$ cat config.mk
export PLATFORM = sky130hd
export DESIGN_NAME = i2cw_ctrl_slave
export DESIGN_NICKNAME = d
export VERILOG_FILES = /design/src/rtl/i2cw_pkg.sv /design/src/rtl/i2cw_line_filter.sv /design/src/rtl/i2cw_bus_events.sv /design/src/rtl/i2cw_byte_engine.sv /design/src/rtl/i2cw_group_regs.sv /design/src/rtl/i2cw_ctrl_slave.sv
export SDC_FILE = /design/constraint.sdc
export NUM_CORES = 1
export LEC_CHECK = 0
export BUFFER_PORTS_ARGS = -buffer_cell sky130_fd_sc_hd__buf_2
export CAP_MARGIN = 5
export CORE_MARGIN = 10
export CORE_UTILIZATION = 54
export CTS_BUF_LIST = sky130_fd_sc_hd__clkbuf_4 sky130_fd_sc_hd__clkbuf_8
export DETAILED_ROUTE_END_ITERATION = 6
export PLACE_DENSITY_LB_ADDON = 0.1
export SYNTH_ARGS = -nofsm -noshare
export SYNTH_HDL_FRONTEND = slang
export SYNTH_SLANG_ARGS = --single-unit
$ cat constraint.sdc
create_clock -name clk -period 8 [get_ports clk]
set_clock_uncertainty 0.05 [all_clocks]
set_input_delay 1.2 -clock clk [delete_from_list [all_inputs] [get_ports clk]]
set_output_delay 1.2 -clock clk [all_outputs]
set_load 0.01 [all_outputs]
$ cat src/rtl/i2cw_pkg.sv
// Package: shared constants and types of the write-only group register slave.
// Assumes byte-wide transfers and a fixed set of bus phases.
package i2cw_pkg;

    localparam int BYTE_W = 8;

    // Position within a transfer.
    typedef enum logic [2:0] {
        PH_IDLE,
        PH_ADDR,
        PH_GROUP,
        PH_DATA,
        PH_IGNORE
    } phase_t;

    // Events decoded from the filtered bus lines, each valid for one clock.
    typedef struct packed {
        logic start;
        logic stop;
        logic rise;
        logic fall;
    } bus_ev_t;

endpackage

$ cat src/rtl/i2cw_line_filter.sv
// Module: i2cw_line_filter
// Brings one bus line into the clock domain through two flops. The output
// changes only after the synchronized level has differed from it for
// FILT_LEN clocks in a row. Assumes the line idles high.
module i2cw_line_filter #(
    parameter int FILT_LEN = 3
) (
    input  logic clk,
    input  logic rst_n,
    input  logic line_i,
    output logic line_o
);

    localparam int CNT_W = $clog2(FILT_LEN + 1);

    logic [1:0]       sync_q;
    logic [CNT_W-1:0] cnt_q;
    logic             filt_q;

    // Synchronize the line, then accept a new level once it has been stable long enough.
    always_ff @(posedge clk) begin
        if (!rst_n) begin
            sync_q <= 2'b11;
            cnt_q  <= '0;
            filt_q <= 1'b1;
        end else begin
            sync_q <= {sync_q[0], line_i};
            if (sync_q[1] == filt_q) begin
                cnt_q <= '0;
            end else if (cnt_q == CNT_W'(FILT_LEN - 1)) begin
                filt_q <= sync_q[1];
                cnt_q  <= '0;
            end else begin
                cnt_q <= cnt_q + 1'b1;
            end
        end
    end

    assign line_o = filt_q;

endmodule

$ cat src/rtl/i2cw_bus_events.sv
// Module: i2cw_bus_events
// Turns the filtered SCL/SDA levels into one-clock events. START and STOP
// need SCL high in both this and the previous clock. Assumes filtered inputs.
module i2cw_bus_events
    import i2cw_pkg::*;
(
    input  logic    clk,
    input  logic    rst_n,
    input  logic    scl,
    input  logic    sda,
    output bus_ev_t ev
);

    logic scl_prev_q;
    logic sda_prev_q;

    // Remember the previous line levels for edge detection.
    always_ff @(posedge clk) begin
        if (!rst_n) begin
            scl_prev_q <= 1'b1;
            sda_prev_q <= 1'b1;
        end else begin
            scl_prev_q <= scl;
            sda_prev_q <= sda;
        end
    end

    // Decode the edges and the bus conditions.
    always_comb begin
        ev.start = scl && scl_prev_q && sda_prev_q && !sda;
        ev.stop  = scl && scl_prev_q && !sda_prev_q && sda;
        ev.rise  = scl && !scl_prev_q;
        ev.fall  = !scl && scl_prev_q;
    end

endmodule

$ cat src/rtl/i2cw_byte_engine.sv
// Module: i2cw_byte_engine
// Shifts in bytes and decides the acknowledge at the falling edge of the
// eighth clock. Then it steps through the address, group and control
// phases. It issues one write per accepted control byte, and a refused byte
// parks the engine until the next START or STOP. Assumes decoded bus events.
module i2cw_byte_engine
    import i2cw_pkg::*;
#(
    parameter int          N_GROUPS = 3,
    parameter logic [6:0]  DEV_ADDR = 7'b1001010,
    parameter int          IDX_W    = 2
) (
    input  logic              clk,
    input  logic              rst_n,
    input  bus_ev_t           ev,
    input  logic              sda,
    output logic              ack_o,
    output logic              wr_en_o,
    output logic [IDX_W-1:0]  wr_idx_o,
    output logic [BYTE_W-1:0] wr_data_o
);

    localparam logic [3:0] BIT_FULL = 4'(BYTE_W);

    phase_t             phase_q;
    logic [3:0]         bit_cnt_q;
    logic [BYTE_W-1:0]  shreg_q;
    logic               in_ack_q;
    logic               ack_q;
    logic [IDX_W-1:0]   idx_q;

    logic   active;
    logic   byte_done;
    logic   shift_ok;
    logic   accept;
    phase_t next_phase;

    // Qualify the moment a full byte is complete and whether bits may be taken.
    always_comb begin
        active    = (phase_q == PH_ADDR) || (phase_q == PH_GROUP) || (phase_q == PH_DATA);
        byte_done = active && ev.fall && !in_ack_q && (bit_cnt_q == BIT_FULL);
        shift_ok  = active && ev.rise && !in_ack_q && (bit_cnt_q < BIT_FULL);
    end

    // Judge the completed byte against the current phase.
    always_comb begin
        accept     = 1'b0;
        next_phase = PH_IGNORE;
        case (phase_q)
            PH_ADDR: begin
                accept     = (shreg_q == {DEV_ADDR, 1'b0});
                next_phase = PH_GROUP;
            end
            PH_GROUP: begin
                accept     = (shreg_q < BYTE_W'(N_GROUPS));
                next_phase = PH_DATA;
            end
            PH_DATA: begin
                accept     = (idx_q < IDX_W'(N_GROUPS));
                next_phase = PH_DATA;
            end
            default: begin
                accept     = 1'b0;
                next_phase = PH_IGNORE;
            end
        endcase
        if (!accept) begin
            next_phase = PH_IGNORE;
        end
    end

    // Advance the bit, byte and phase state on bus events.
    always_ff @(posedge clk) begin
        if (!rst_n) begin
            phase_q   <= PH_IDLE;
            bit_cnt_q <= '0;
            shreg_q   <= '0;
            in_ack_q  <= 1'b0;
            ack_q     <= 1'b0;
            idx_q     <= '0;
        end else if (ev.start) begin
            phase_q   <= PH_ADDR;
            bit_cnt_q <= '0;
            in_ack_q  <= 1'b0;
            ack_q     <= 1'b0;
        end else if (ev.stop) begin
            phase_q   <= PH_IDLE;
            bit_cnt_q <= '0;
            in_ack_q  <= 1'b0;
            ack_q     <= 1'b0;
        end else if (ev.fall && in_ack_q) begin
            in_ack_q  <= 1'b0;
            ack_q     <= 1'b0;
            bit_cnt_q <= '0;
        end else if (byte_done) begin
            in_ack_q <= 1'b1;
            ack_q    <= accept;
            phase_q  <= next_phase;
            if (phase_q == PH_GROUP && accept) begin
                idx_q <= shreg_q[IDX_W-1:0];
            end else if (phase_q == PH_DATA && accept) begin
                idx_q <= idx_q + 1'b1;
            end
        end else if (shift_ok) begin
            shreg_q   <= {shreg_q[BYTE_W-2:0], sda};
            bit_cnt_q <= bit_cnt_q + 1'b1;
        end
    end

    assign ack_o     = ack_q;
    assign wr_en_o   = byte_done && (phase_q == PH_DATA) && accept;
    assign wr_idx_o  = idx_q;
    assign wr_data_o = shreg_q;

endmodule

$ cat src/rtl/i2cw_group_regs.sv
// Module: i2cw_group_regs
// Holds one byte register per control group with its reset default, plus
// the per-group update strobe. Assumes at most one write per clock.
module i2cw_group_regs
    import i2cw_pkg::*;
#(
    parameter int                          N_GROUPS = 3,
    parameter int                          IDX_W    = 2,
    parameter logic [BYTE_W*N_GROUPS-1:0]  GRP_INIT = '0
) (
    input  logic                       clk,
    input  logic                       rst_n,
    input  logic                       wr_en,
    input  logic [IDX_W-1:0]           wr_idx,
    input  logic [BYTE_W-1:0]          wr_data,
    output logic [BYTE_W*N_GROUPS-1:0] grp_q,
    output logic [N_GROUPS-1:0]        upd_stb
);

    for (genvar g = 0; g < N_GROUPS; g++) begin : g_grp
        logic hit;
        assign hit = wr_en && (wr_idx == IDX_W'(g));

        // Load the default on reset, otherwise take a write addressed to this group.
        always_ff @(posedge clk) begin
            if (!rst_n) begin
                grp_q[g*BYTE_W +: BYTE_W] <= GRP_INIT[g*BYTE_W +: BYTE_W];
                upd_stb[g]                <= 1'b0;
            end else begin
                upd_stb[g] <= hit;
                if (hit) begin
                    grp_q[g*BYTE_W +: BYTE_W] <= wr_data;
                end
            end
        end
    end

endmodule

$ cat src/rtl/i2cw_ctrl_slave.sv
// Module: i2cw_ctrl_slave
// Top level of the write-only group register slave. It filters both bus
// lines, decodes bus events, runs the byte engine and holds the group
// registers. SDA is only ever pulled low, never driven high.
// Assumes an external pull-up on both lines.
module i2cw_ctrl_slave
    import i2cw_pkg::*;
#(
    parameter int                          N_GROUPS = 3,
    parameter logic [6:0]                  DEV_ADDR = 7'b1001010,
    parameter int                          FILT_LEN = 3,
    parameter logic [BYTE_W*N_GROUPS-1:0]  GRP_INIT = {8'h80, 8'h40, 8'h00}
) (
    input  logic                       clk,
    input  logic                       rst_n,
    input  logic                       scl_i,
    input  logic                       sda_i,
    output logic                       sda_pull_o,
    output logic [BYTE_W*N_GROUPS-1:0] grp_q,
    output logic [N_GROUPS-1:0]        upd_stb
);

    localparam int IDX_W = $clog2(N_GROUPS + 1);

    logic [1:0]        raw_lines;
    logic [1:0]        flt_lines;
    logic              scl_flt;
    logic              sda_flt;
    bus_ev_t           bus_ev;
    logic              start_ev;
    logic              stop_ev;
    logic              wr_en;
    logic [IDX_W-1:0]  wr_idx;
    logic [BYTE_W-1:0] wr_data;

    assign raw_lines = {sda_i, scl_i};

    for (genvar k = 0; k < 2; k++) begin : g_line
        i2cw_line_filter #(.FILT_LEN(FILT_LEN)) u_filt (
            .clk    (clk),
            .rst_n  (rst_n),
            .line_i (raw_lines[k]),
            .line_o (flt_lines[k])
        );
    end

    assign scl_flt = flt_lines[0];
    assign sda_flt = flt_lines[1];

    i2cw_bus_events u_events (
        .clk   (clk),
        .rst_n (rst_n),
        .scl   (scl_flt),
        .sda   (sda_flt),
        .ev    (bus_ev)
    );

    assign start_ev = bus_ev.start;
    assign stop_ev  = bus_ev.stop;

    i2cw_byte_engine #(
        .N_GROUPS (N_GROUPS),
        .DEV_ADDR (DEV_ADDR),
        .IDX_W    (IDX_W)
    ) u_engine (
        .clk       (clk),
        .rst_n     (rst_n),
        .ev        (bus_ev),
        .sda       (sda_flt),
        .ack_o     (sda_pull_o),
        .wr_en_o   (wr_en),
        .wr_idx_o  (wr_idx),
        .wr_data_o (wr_data)
    );

    i2cw_group_regs #(
        .N_GROUPS (N_GROUPS),
        .IDX_W    (IDX_W),
        .GRP_INIT (GRP_INIT)
    ) u_regs (
        .clk     (clk),
        .rst_n   (rst_n),
        .wr_en   (wr_en),
        .wr_idx  (wr_idx),
        .wr_data (wr_data),
        .grp_q   (grp_q),
        .upd_stb (upd_stb)
    );

endmodule

-- Word level (Yosys, flattened, before mapping)
Index checks and enable logic that the tools add are counted.
- reduce and logical (&&, ||, !) cells: 43
- add/subtract/negate cells: 4
- magnitude comparators: 3
- equality and inequality tests: 12
- multiplexer cells: 9
- bitwise operators: 7
- operators by type and width (kind ; count):
    $logic_and 1x1->1 ; 21
    $reduce_and 2->1 ; 5
    $reduce_and 5->1 ; 2
    $reduce_or 3->1 ; 3
    $eq 8x8->1 const B ; 1
    $lt 8x2->1 const B ; 1
    $not 1->1 ; 7
    $add 2x1->2 const B ; 3
    $eq 2x2->1 const B ; 3
    $eq 3x2->1 const B ; 2
    $pmux 3 s2 ; 1
    $logic_not 1->1 ; 5
    $add 4x1->4 const B ; 1
    $eq 4x4->1 const B ; 1
    $lt 4x4->1 const B ; 1
    $mux 1 ; 4
    $mux 2 ; 2
    $reduce_or 4->1 ; 1
    $eq 3x1->1 const B ; 1
    $mux 3 ; 1
    $ne 3x3->1 const B ; 1
    $pmux 1 s3 ; 1
    $reduce_bool 3->1 ; 1
    $eq 1x1->1 ; 2
    other kinds (6) ; 7
- output and inout port bits: 28
- word-level logic and storage cells: 99
- input bits: 4
- register bits: 58

-- Logic depth before layout (Yosys ltp)
- word-level depth: 10
- mapped depth: 7
- mapped depth without buffers: 6

-- Modules after synthesis
A second synthesis with hierarchy kept.
- cell total of the unflattened synthesis: 245
- area, all modules: 2382.3 um^2
- by module, submodules not included (module ; area an instance (um^2) ; cells an instance ; sequential area each (um^2) ; times used):
    i2cw_group_regs ; 1004.7 ; 99 ; 540.5 ; 1
    i2cw_byte_engine ; 954.7 ; 110 ; 380.4 ; 1
    i2cw_line_filter ; 168.9 ; 14 ; 100.1 ; 2
    i2cw_bus_events ; 85.1 ; 8 ; 40.0 ; 1

-- Least setup slack after synthesis
No wires, ideal clock.
- kind: register to register
- start: reg u_engine.phase_q[0]
- end: reg u_regs.grp_q[0]
- data required time: 7.822 ns
- setup time: 0.128 ns
- setup slack: 5.317 ns
- period minus slack after synthesis: 2.683 ns
- stages on the path, launching flop included: 8
- arrival: 2.506 ns
- path buffers: 1
- cell sequence: dfxtp_1 -> buf_2 -> or4_1 -> a211o_1 -> a2111o_1 -> a2111oi_4 -> mux2i_1 -> nor2_1
- longest elaborated chain between the ends: 9
- elaborated cells on any way between the ends: 12
- classes of those cells: eq/ne (3); mux (1); reduce/logical (8)
- RTL lines (item ; line ; RTL):
    start, declared ; i2cw_byte_engine.sv:25 ; phase_t phase_q;
    start signal, assigned ; i2cw_byte_engine.sv:98 ; phase_q <= next_phase;
    $eq 3x1->1 / $eq 3x2->1 (equally long branches) ; i2cw_byte_engine.sv:40, i2cw_byte_engine.sv:49 ;
    $logic_or 1x1->1 (2 in a row) ; i2cw_byte_engine.sv:40 ; active = (phase_q == PH_ADDR) || (phase_q == PH_GROUP) || (phase_q == PH_DATA);
    $logic_and 1x1->1 (3 in a row) ; i2cw_byte_engine.sv:41 ; byte_done = active && ev.fall && !in_ack_q && (bit_cnt_q == BIT_FULL);
    $logic_and 1x1->1 ; i2cw_byte_engine.sv:111 ; assign wr_en_o = byte_done && (phase_q == PH_DATA) && accept;
    $logic_and 1x1->1 (*) ; i2cw_byte_engine.sv:111 ;
    $logic_and 1x1->1 (*) ; i2cw_group_regs.sv:22 ; assign hit = wr_en && (wr_idx == IDX_W'(g));
    end signal, assigned by index ; i2cw_group_regs.sv:27 ; grp_q[g*BYTE_W +: BYTE_W] <= GRP_INIT[g*BYTE_W +: BYTE_W];
    end signal, assigned by index ; i2cw_group_regs.sv:32 ; grp_q[g*BYTE_W +: BYTE_W] <= wr_data;
    end, declared ; i2cw_group_regs.sv:16 ; output logic [BYTE_W*N_GROUPS-1:0] grp_q,
Every way passes the cells marked *; elsewhere a longest branch is shown, timed or not.
A chain may end at the register's enable or synchronous reset.

-- Final worst setup path
- start: reg u_engine.shreg_q[4], in the netlist u_engine.wr_data_o[4]
- end: reg u_regs.grp_q[14]
- longest elaborated chain between the ends: 4
- elaborated cells on any way between the ends: 5
- classes of those cells: order compare (1); eq/ne (1); mux (1); reduce/logical (2)
- RTL lines (item ; line ; RTL):
    start, declared ; i2cw_byte_engine.sv:27 ; logic [BYTE_W-1:0] shreg_q;
    start signal, assigned ; i2cw_byte_engine.sv:105 ; shreg_q <= {shreg_q[BYTE_W-2:0], sda};
    $lt 8x2->1 / $eq 8x8->1 (equally long branches) ; i2cw_byte_engine.sv:55, i2cw_byte_engine.sv:51 ;
    $pmux 1 s3 (*) ; i2cw_byte_engine.sv:49 ; case (phase_q)
    $logic_and 1x1->1 (*) ; i2cw_byte_engine.sv:111 ;
    $logic_and 1x1->1 (*) ; i2cw_group_regs.sv:22 ;
Marked as above.

==> results.txt <==
register area share after synthesis - 0.497
internal power - 0.421 mW
ys async rst share - 0
Mapped Cells - 248
CTS Buf Count - 9
Post-CTS Resized - 0
full die area - 7360 um2
LEAKAGE - 1.19 nW
Placed Area - 2500 um2
later-pin clock latency in the skew report - 0.33 ns
largest net degree at the start of global routing - 38
Tot GR Track Use - 0.148
# DRC - 0
Detail Placement HPWL - 3360 um
Post-synth EDFFs - 0
vias per std cell - 5.43
Mapped Nets - 260
Register Area - 1160 um2
Worst-Margin Slew - 1.26 ns
Peak VDD IR - 0.000130 V
CTS hold repair buffers - 0
Routed wire per std cell - 15.2 um
cell area after synthesis - 2340 um2
worst hold stages - 1
Ant. Diodes - 0
Reg2Reg Depth - 6
Clock power frac - 0.443
number of global-route vias before repair - 1791
Rel. slew slack - 0.157
max-slew violations - 0
RSZ-0062 raised after global routing - no
sequential power share - 0.544
multi-input combinational cell area - 1080 um2
Initial Utilization - 0.572
Post-Route WL - 5030 um
Worst setup EP type - flip-flop
clock tree root driver cell - clkbuf_8
clk buf depth - 2
worst setup margin - 4.91 ns
DRT Pass-1 Iters - 4
setup violators final - 0
hold wc startpoint - g_line[1].u_filt.cnt_q[0]
Die Span Y - 85.8 um
switching power - 0.113 mW
Worst Hold Class - flip-flop to flip-flop
Layout Cells excl Fill - 330
Synth Register Bits - 58
worst endpoint required time - 8.16 ns
initial antenna violation count - 0
final period utilization - 0.387
largest area contributor in the netlist - dfxtp_1
Area growth syn-to-layout - 14.5%
WP data arrival - 3.25 ns
Reg clk slew, reported paths - 0.06 ns
Final min period - 3.09 ns
Switching Fraction - 0.212
WS Path Type - flip-flop to flip-flop
DRT iter0 DRCs - 133
pwr dens - 200 nW/um2
Worst setup SP type - flip-flop
Hold Violations, Final - 0
placed cell count - 315
worst r2r src - u_engine.wr_data_o[4]
Primary FF master, synth - dfxtp_1
FP Rows - 23
Remaining Overflow, GRT - 0
FF-to-FF setup slack - 4.91 ns
outcome - completed
share of layout cells above drive strength 1 - 0.179
Critical R2R Capture - u_regs.grp_q[14]
core area - 4090 um2
finished layout cell area - 2680 um2
Min-Delay Endpoint - g_line[1].u_filt.cnt_q[0]
Yosys warnings - 0
first-pass GRT wire length - 8780 um
Comb power frac - 0.014
Final nets - 288
share of the synthesized area in the top cell type - 0.497
Port-buffer cells - 31
Yosys cell types - 40
CTS tree - yes
f_max - 323 MHz
Place WS - 5.01 ns
Filler cells - 366
Vias - 1793
overall power - 0.535 mW
Final ANT Viol Nets - 0
Post-CTS Setup Inserts - 0
io pins - 32
Max Cap Viol - 0
CTS sink cnt - 58
ranking of synthesized cells by area - dfxtp_1 (50%), mux2i_1 (12%), nor2_1 (6.4%)
setup_tns - 0 ns
crit-path max FO - 8
htree depth - 3
GP Congestion - 0.788
Die W - 85.8 um
Avg Cell Area, Syn - 9.42 um2
==> worst max-delay path: stages (launching register included) <==
cell	delay [ns]
dfxtp_1	0.37
or4_1	0.54
a211o_1	0.32
a2111oi_1	0.54
o2111ai_1	0.63
mux2i_1	0.41
nand2_1	0.10
==> registers in the layout (all words and copies together), names as in the netlist, 2 cells and up <==
name	flops
g_line.u_filt.cnt_q	4
u_engine.wr_data_o	8
u_regs.grp_q	24
u_engine.phase_q	3
u_engine.wr_idx_o	2
g_line.u_filt.line_o	2
u_engine.bit_cnt_q	4
u_regs.upd_stb	3
g_line.u_filt.sync_q	4
==> layout by cell type (no fill, tap or decap), drive strengths merged, types with 2 or more instances in the layout <==
cell and instances:
o2111ai 4, mux2i 27, or3 2, buf 31, o21ai 4, nor3 2
ha 8, nand2 29, and3 2, clkinv 3, nor4bb 2, xnor2 4
a21oi 11, nor4 4, nor2 40, nand2b 6, clkbuf 12, dfxtp 58
a2111oi 3, inv 11
==> area by class of cell <==
| cell class | count | area share |
|---|---|---|
| inverter | 11 | 0.0154 |
| tap | 50 | 0.0234 |
| multi-input combinational | 165 | 0.404 |
| clock buffer | 12 | 0.0594 |
| clock inverter | 3 | 0.00561 |
| timing repair buffer | 31 | 0.0580 |
| sequential | 58 | 0.434 |
==> cell usage after synthesis, types with 2 or more instances <==
cell and count:
inv_1 10, or3_1 2, dfxtp_1 58, clkbuf_1 12
nor4_1 4, nor4bb_1 2, and3_1 2, a21oi_1 11
mux2i_1 27, nor3_1 2, o2111ai_1 4, nor2_1 40
xnor2_1 4, ha_1 8, nand2_1 29, o21ai_0 4
nand2b_1 6
==> power by group through the flow <==
stage / logic, mW / registers (mW) / clock network, mW
after floorplan: 0.00536 / 0.297 / 0
after global placement: 0.00742 / 0.297 / 0
after detailed placement: 0.00745 / 0.297 / 0
after CTS: 0.00753 / 0.291 / 0.241
after global routing: 0.00844 / 0.291 / 0.256
final: 0.00742 / 0.291 / 0.237
==> logic make-up (layout without fill, tap and decap cells) <==
kind of cell / after synthesis / in the layout / share of synthesized area
buf+inv: 25 / 57 / 0.0407
compound gates: 32 / 32 / 0.104
xor+xnor: 5 / 5 / 0.0187
flops: 58 / 58 / 0.497
simple gates: 92 / 92 / 0.177
fa+ha+maj: 8 / 8 / 0.0428
mux: 28 / 28 / 0.120
==> routing by layer <==
layer,GRT usage,share of wire,vias up
met4,0.0928,0.028,0
met1,0.186,0.48,833
met3,0.0464,0.056,14
met2,0.215,0.44,44
met5,0,0,-
li1,-,-,902
==> through the flow <==
step                hold WS [ns]  utilization
detailed placement         0.354        0.612
global placement           0.338        0.612
CTS                        0.362        0.655
finish                     0.356        0.655
global route               0.382        0.655
floorplan                  0.336            -
==> worst max path at each step <==
| stage | start | end | depth (start not counted) |
|---|---|---|---|
| floorplan | u_engine.phase_q[0] | u_regs.grp_q[0] | 7 |
| global placement | u_engine.wr_data_o[4] | u_regs.grp_q[10] | 6 |
| detailed placement | u_engine.wr_data_o[4] | u_regs.grp_q[22] | 6 |
| CTS | u_engine.wr_data_o[4] | u_regs.grp_q[14] | 6 |
| global route | u_engine.wr_data_o[4] | u_regs.grp_q[14] | 6 |
| finish | u_engine.wr_data_o[4] | u_regs.grp_q[14] | 6 |
No activity file was read; power rests on OpenSTA's default activity.
